===== config.mk =====
export PLATFORM = sky130hd
export DESIGN_NAME = ifc_ctrl
export DESIGN_NICKNAME = d
export VERILOG_FILES = /design/src/rtl/ifc_pkg.sv /design/src/rtl/ifc_addr_decode.sv /design/src/rtl/ifc_flag_reg.sv /design/src/rtl/ifc_enable_reg.sv /design/src/rtl/ifc_irq_out.sv /design/src/rtl/ifc_ctrl.sv
export SDC_FILE = /design/constraint.sdc
export NUM_CORES = 1
export LEC_CHECK = 0
export ABC_CLOCK_PERIOD_IN_PS = 3500
export CAP_MARGIN = 40
export CELL_PAD_IN_SITES_DETAIL_PLACEMENT = 0
export CELL_PAD_IN_SITES_GLOBAL_PLACEMENT = 1
export CORE_MARGIN = 4
export CORE_UTILIZATION = 30
export CTS_CLUSTER_SIZE = 16
export DETAILED_ROUTE_END_ITERATION = 6
export HOLD_SLACK_MARGIN = 0.03
export PLACE_DENSITY = 0.8
export SLEW_MARGIN = 20
export SYNTH_ARGS = -nofsm -noshare
export SYNTH_HDL_FRONTEND = slang
export SYNTH_HIERARCHICAL = 1
export SYNTH_SLANG_ARGS = --single-unit

===== constraint.sdc =====
create_clock -name clk -period 3.5 [get_ports clk]
set_input_delay 0.875 -clock clk [delete_from_list [all_inputs] [get_ports clk]]
set_output_delay 0.875 -clock clk [all_outputs]
set_load 0.02 [all_outputs]

===== src/rtl/ifc_pkg.sv =====
package ifc_pkg;
  localparam int unsigned SEL_W      = 4;
  localparam int unsigned IDX_FLAGS  = 13;
  localparam int unsigned IDX_ENABLE = 14;
  localparam int unsigned IDX_CNT_LO = 4;
  localparam int unsigned IDX_CNT_HI = 5;
  localparam int unsigned BIT_TIMER  = 6;
  localparam int unsigned BIT_SHIFT  = 2;

  // Next enable value for a write; top data bit chooses set or clear.
  function automatic logic [7:0] enable_write(input logic [7:0] cur,
                                              input logic [7:0] data);
    logic [7:0] res;
    if (data[7]) res = cur | {1'b0, data[6:0]};
    else         res = cur & ~data;
    return res;
  endfunction

  // Flag bit update: set dominates clear.
  function automatic logic flag_bit_next(input logic cur, input logic set,
                                         input logic clr);
    return set | (cur & ~clr);
  endfunction
endpackage


===== src/rtl/ifc_addr_decode.sv =====
module ifc_addr_decode #(
  parameter int unsigned ADDR_W  = 16,
  parameter int unsigned SEL_LSB = 9,
  parameter int unsigned SEL_W   = ifc_pkg::SEL_W
) (
  input  logic [ADDR_W-1:0] addr,
  input  logic              wr,
  input  logic              rd,
  output logic [SEL_W-1:0]  sel,
  output logic              flag_wr,
  output logic              en_wr,
  output logic              cnt_rd
);
  localparam int unsigned SEL_MSB = SEL_LSB + SEL_W - 1;

  always_comb begin
    sel     = addr[SEL_MSB:SEL_LSB];
    flag_wr = wr && (sel == SEL_W'(ifc_pkg::IDX_FLAGS));
    en_wr   = wr && (sel == SEL_W'(ifc_pkg::IDX_ENABLE));
    cnt_rd  = rd && ((sel == SEL_W'(ifc_pkg::IDX_CNT_LO)) ||
                     (sel == SEL_W'(ifc_pkg::IDX_CNT_HI)));
  end
endmodule


===== src/rtl/ifc_flag_reg.sv =====
module ifc_flag_reg #(
  parameter int unsigned DATA_W = 8
) (
  input  logic              clk,
  input  logic              rst_n,
  input  logic [DATA_W-1:0] set_vec,
  input  logic [DATA_W-1:0] clr_vec,
  output logic [DATA_W-1:0] flags
);
  for (genvar i = 0; i < DATA_W; i++) begin : g_bit
    always_ff @(posedge clk) begin
      if (!rst_n) flags[i] <= 1'b0;
      else        flags[i] <= ifc_pkg::flag_bit_next(flags[i], set_vec[i], clr_vec[i]);
    end
  end
endmodule


===== src/rtl/ifc_enable_reg.sv =====
module ifc_enable_reg #(
  parameter int unsigned DATA_W = 8
) (
  input  logic              clk,
  input  logic              rst_n,
  input  logic              wr_hit,
  input  logic [DATA_W-1:0] wdata,
  output logic [DATA_W-1:0] enables
);
  always_ff @(posedge clk) begin
    if (!rst_n)      enables <= '0;
    else if (wr_hit) enables <= ifc_pkg::enable_write(enables, wdata);
  end
endmodule


===== src/rtl/ifc_irq_out.sv =====
module ifc_irq_out #(
  parameter int unsigned DATA_W  = 8,
  parameter int unsigned SRC_BIT = ifc_pkg::BIT_SHIFT
) (
  input  logic              clk,
  input  logic              rst_n,
  input  logic [DATA_W-1:0] flags,
  input  logic [DATA_W-1:0] enables,
  output logic              irq
);
  always_ff @(posedge clk) begin
    if (!rst_n) irq <= 1'b0;
    else        irq <= flags[SRC_BIT] & enables[SRC_BIT];
  end
endmodule


===== src/rtl/ifc_ctrl.sv =====
module ifc_ctrl #(
  parameter int unsigned ADDR_W  = 16,
  parameter int unsigned SEL_LSB = 9,
  parameter int unsigned DATA_W  = 8
) (
  input  logic              clk,
  input  logic              rst_n,
  input  logic [ADDR_W-1:0] bus_addr,
  input  logic              bus_wr,
  input  logic              bus_rd,
  input  logic [DATA_W-1:0] bus_wdata,
  output logic [DATA_W-1:0] bus_rdata,
  input  logic              timer_evt,
  input  logic              shift_evt,
  output logic [ifc_pkg::SEL_W-1:0] reg_sel,
  output logic              irq
);
  import ifc_pkg::*;

  // Named internal events for the checker.
  logic              flag_wr_hit;
  logic              en_wr_hit;
  logic              timer_rd_clr;
  logic [DATA_W-1:0] set_vec;
  logic [DATA_W-1:0] clr_vec;
  logic [DATA_W-1:0] flag_q;
  logic [DATA_W-1:0] en_q;

  ifc_addr_decode #(.ADDR_W(ADDR_W), .SEL_LSB(SEL_LSB), .SEL_W(SEL_W)) u_dec (
    .addr(bus_addr), .wr(bus_wr), .rd(bus_rd), .sel(reg_sel),
    .flag_wr(flag_wr_hit), .en_wr(en_wr_hit), .cnt_rd(timer_rd_clr)
  );

  always_comb begin
    set_vec            = '0;
    set_vec[BIT_TIMER] = timer_evt;
    set_vec[BIT_SHIFT] = shift_evt;
    clr_vec            = flag_wr_hit ? bus_wdata : '0;
    if (timer_rd_clr) clr_vec[BIT_TIMER] = 1'b1;
  end

  ifc_flag_reg #(.DATA_W(DATA_W)) u_flags (
    .clk(clk), .rst_n(rst_n), .set_vec(set_vec), .clr_vec(clr_vec), .flags(flag_q)
  );

  ifc_enable_reg #(.DATA_W(DATA_W)) u_enables (
    .clk(clk), .rst_n(rst_n), .wr_hit(en_wr_hit), .wdata(bus_wdata), .enables(en_q)
  );

  ifc_irq_out #(.DATA_W(DATA_W), .SRC_BIT(BIT_SHIFT)) u_irq (
    .clk(clk), .rst_n(rst_n), .flags(flag_q), .enables(en_q), .irq(irq)
  );

  always_comb begin
    if (reg_sel == SEL_W'(IDX_FLAGS))       bus_rdata = flag_q;
    else if (reg_sel == SEL_W'(IDX_ENABLE)) bus_rdata = en_q;
    else                                    bus_rdata = '0;
  end
endmodule


==> results.sh, run 1 <==
export IMPL_wl_mm=2.20
export IMPL_cts_sinks=17
export IMPL_cp_common_cell="clkdlybuf4s50_1"
export IMPL_area_delta_synth_final_pct=39.8
export IMPL_peakVddDrop_mv=0.105
export IMPL_drc_errors=0
export IMPL_clkTransAtPathRegs_ns=0.10
export IMPL_finalSetupTns_ns=0
export IMPL_cp_slowest_stage_delay_ns=0.64
export IMPL_startpoint_type="input port"
export IMPL_grt_util_met2=0.211
export IMPL_finalSetupViolations=0
export IMPL_fin_hold_ws_ns=0.468
export IMPL_p_leak_nw=0.550
export IMPL_critical_path_required_ns=2.62
export IMPL_firstDrtPassIters=4
export IMPL_synth_mux_area_frac=0.0712
export IMPL_syn_area_per_cell_sq_um=9.47
export IMPL_worst_path_max_fanout=20
export IMPL_path_cells="clkdlybuf4s50_1 -> buf_12 -> nand3b_1 -> a21oi_1 -> clkdlybuf4s50_1"
export IMPL_ios=43
export IMPL_final_common_cell="clkdlybuf4s50_1"
export IMPL_clk_insertion_delay_late_ns=0.28
export IMPL_grt_pass1_wl_mm=3.71
export IMPL_setup_ws_ns=0.148
export IMPL_grt_setup_unrepaired="no"
export IMPL_synth_seq_cells=17
export IMPL_synth_top_family_by_area="simple AND/OR/NAND/NOR gates"
export IMPL_num_vias=830
export IMPL_fin_crit_ns=3.35
export IMPL_dp_hpwl_mm=1.61
export IMPL_dieArea_sq_um=4260
export IMPL_ys_warn_count=6
export IMPL_fin_area_sq_um=1380
export IMPL_core_area_sq_um=3100
export IMPL_cp_slowest_cell="clkdlybuf4s50_1"
export IMPL_port_buffers=30
export IMPL_grt_max_degree=21
export IMPL_max_cap_violations=0
export IMPL_crit_type="input port to primary output"
export IMPL_antenna_found_initial=0
export IMPL_ys_flop_type="dfxtp_1"
export IMPL_grtUsageMet3=0.0205
export IMPL_layout_nets=170
export IMPL_finalCritPeriodShare=0.958
export IMPL_initial_core_util=0.317
export IMPL_netlist_area_sq_um=985
export IMPL_wire_per_inst_microns=12.0
export IMPL_fin_worst_skew_ns=0.000363
export IMPL_synthSimpleGateAreaFrac=0.404
export IMPL_detail_route_antenna_nets=0
export IMPL_synthArstFlopShare=0
export IMPL_busiest_layer="met2"
export IMPL_path_delay_family="buffers and inverters"
export IMPL_synth_compound_area_frac=0.109
export IMPL_hold_violations=0
export IMPL_synth_xor_area_share=0
export IMPL_cts_tree="yes"
export IMPL_clock_path_buffers=2
export IMPL_grt_remaining_overflow=0
export IMPL_cts_resized=0
export IMPL_critical_path_arrival_ns=2.48
export IMPL_n_fill_cell=350
export IMPL_post_place_ws_ns=0.182
export IMPL_cp_num_buf_inv=3
export IMPL_ys_seq_area_frac=0.346
export IMPL_timing_fmax_mhz=298
export IMPL_viasPerCell=4.54
export IMPL_yosys_area_share_adder=0
export IMPL_outcome="finished clean"
export IMPL_grt_pass1_vias=873
export IMPL_slew_headroom=0.524
export IMPL_r2r_slack_ns=2.80
export IMPL_holdBufCountCts=0
export IMPL_die_w_microns=65.3
export IMPL_synthCells=104
export IMPL_clockRootBuffer="clkbuf_4"
export IMPL_end_kind="primary output"
export IMPL_hp_class="flop to flop"
export IMPL_grt_use_total=0.113
export IMPL_drive_above_1_share=0.144
export IMPL_powerDensity_nw_per_um2=283
export IMPL_cts_buffers=3
export IMPL_placementRows=20
export IMPL_worst_slew_pin_slew_ns=0.712
export IMPL_postCtsSetupRepairBufs=0
export IMPL_synth_edf_count=0
export IMPL_slew_viol_final=0
export IMPL_placed_area_sq_um=1350
export IMPL_htreeDepth=1
export IMPL_synth_cell_type_count=18
export IMPL_use_met1=0.123
export IMPL_die_y_microns=65.3
export IMPL_diodes=0
export IMPL_first_iter_violations=15
export IMPL_gp_congestion=0.670
export IMPL_final_cell_mix="clkdlybuf4s50_1 (30), dfxtp_1 (17), nand3b_1 (16), nand2_1 (16)"
worst min-delay path, delay by kind of cell, from the launching register on:
| family | cells | cell delay (ns) |
|---|---|---|
| simple gates | 1 | 0.05 |
| mux | 1 | 0.05 |
| flops | 1 | 0.32 |
power breakdown:
part / internal, W / switching [W]
Sequential: 0.000201 / 0.00000350
Combinational: 0.0000487 / 0.0000324
Clock: 0.0000424 / 0.0000615
Total: 0.000292 / 0.0000973
stage by stage:
stage / instances / total power, W / util
finish: 183 / 0.000389 / 0.444
global route: 183 / 0.000412 / 0.444
CTS: 183 / 0.000395 / 0.444
detailed placement: 179 / 0.000291 / 0.435
global placement: 179 / 0.000289 / 0.435
floorplan: 109 / 0.000253 / -
cell usage after synthesis (2+ instances only):
cell type | count | area [sq um]
buf_6 | 2 | 22.5
mux2i_1 | 7 | 70.1
a21oi_1 | 8 | 40.0
o21a_1 | 8 | 60.1
and2_1 | 8 | 50.1
nand3b_1 | 16 | 120
dfxtp_1 | 17 | 340
buf_4 | 5 | 37.5
nor2b_4 | 8 | 110
nor3b_2 | 2 | 25.0
nand2_1 | 16 | 60.1
cells by family (layout without fill, tap and decap cells):
logic type             after synthesis  in the layout
and+or+nand+nor                     54             54
DFF                                 17             17
AOI/OAI and AO/OA                   17             17
other                                1              6
muxes                                7              7
buffers and inverters                8             38
final cells by class:
class                   instances  area (sq um)  area share
repair buffers                 34           355       0.258
clock inverters                 1          5.00     0.00364
clock buffers                   3          22.5      0.0164
flip-flops and latches         17           340       0.247
well taps                      44          55.1      0.0400
multi-input cells              84           598       0.435
path summary, 6_finish.rpt:
kind,start,to,cells past startpoint
hold reg to reg,flop,flop,2
setup / recovery,bus_addr[10],bus_rdata[3],5
setup reg to reg,u_flags/flags[5],u_flags/flags[5],2
hold / removal,flop,flop,2
routing by layer:
metal  vias to the layer above  routed length (microns)
met4                         0                       30
met2                        24                     1190
met3                         2                       76
met1                       390                      911
li1                        414                        -
met5                         -                        0
Power figures use the tool's default switching activity.
==> inputs of run 2 (changes only) <==
- TNS_END_PERCENT: default -> 100
==> results of run 2 <==
Final layout, timing and power as in run 1 (identical DEF).
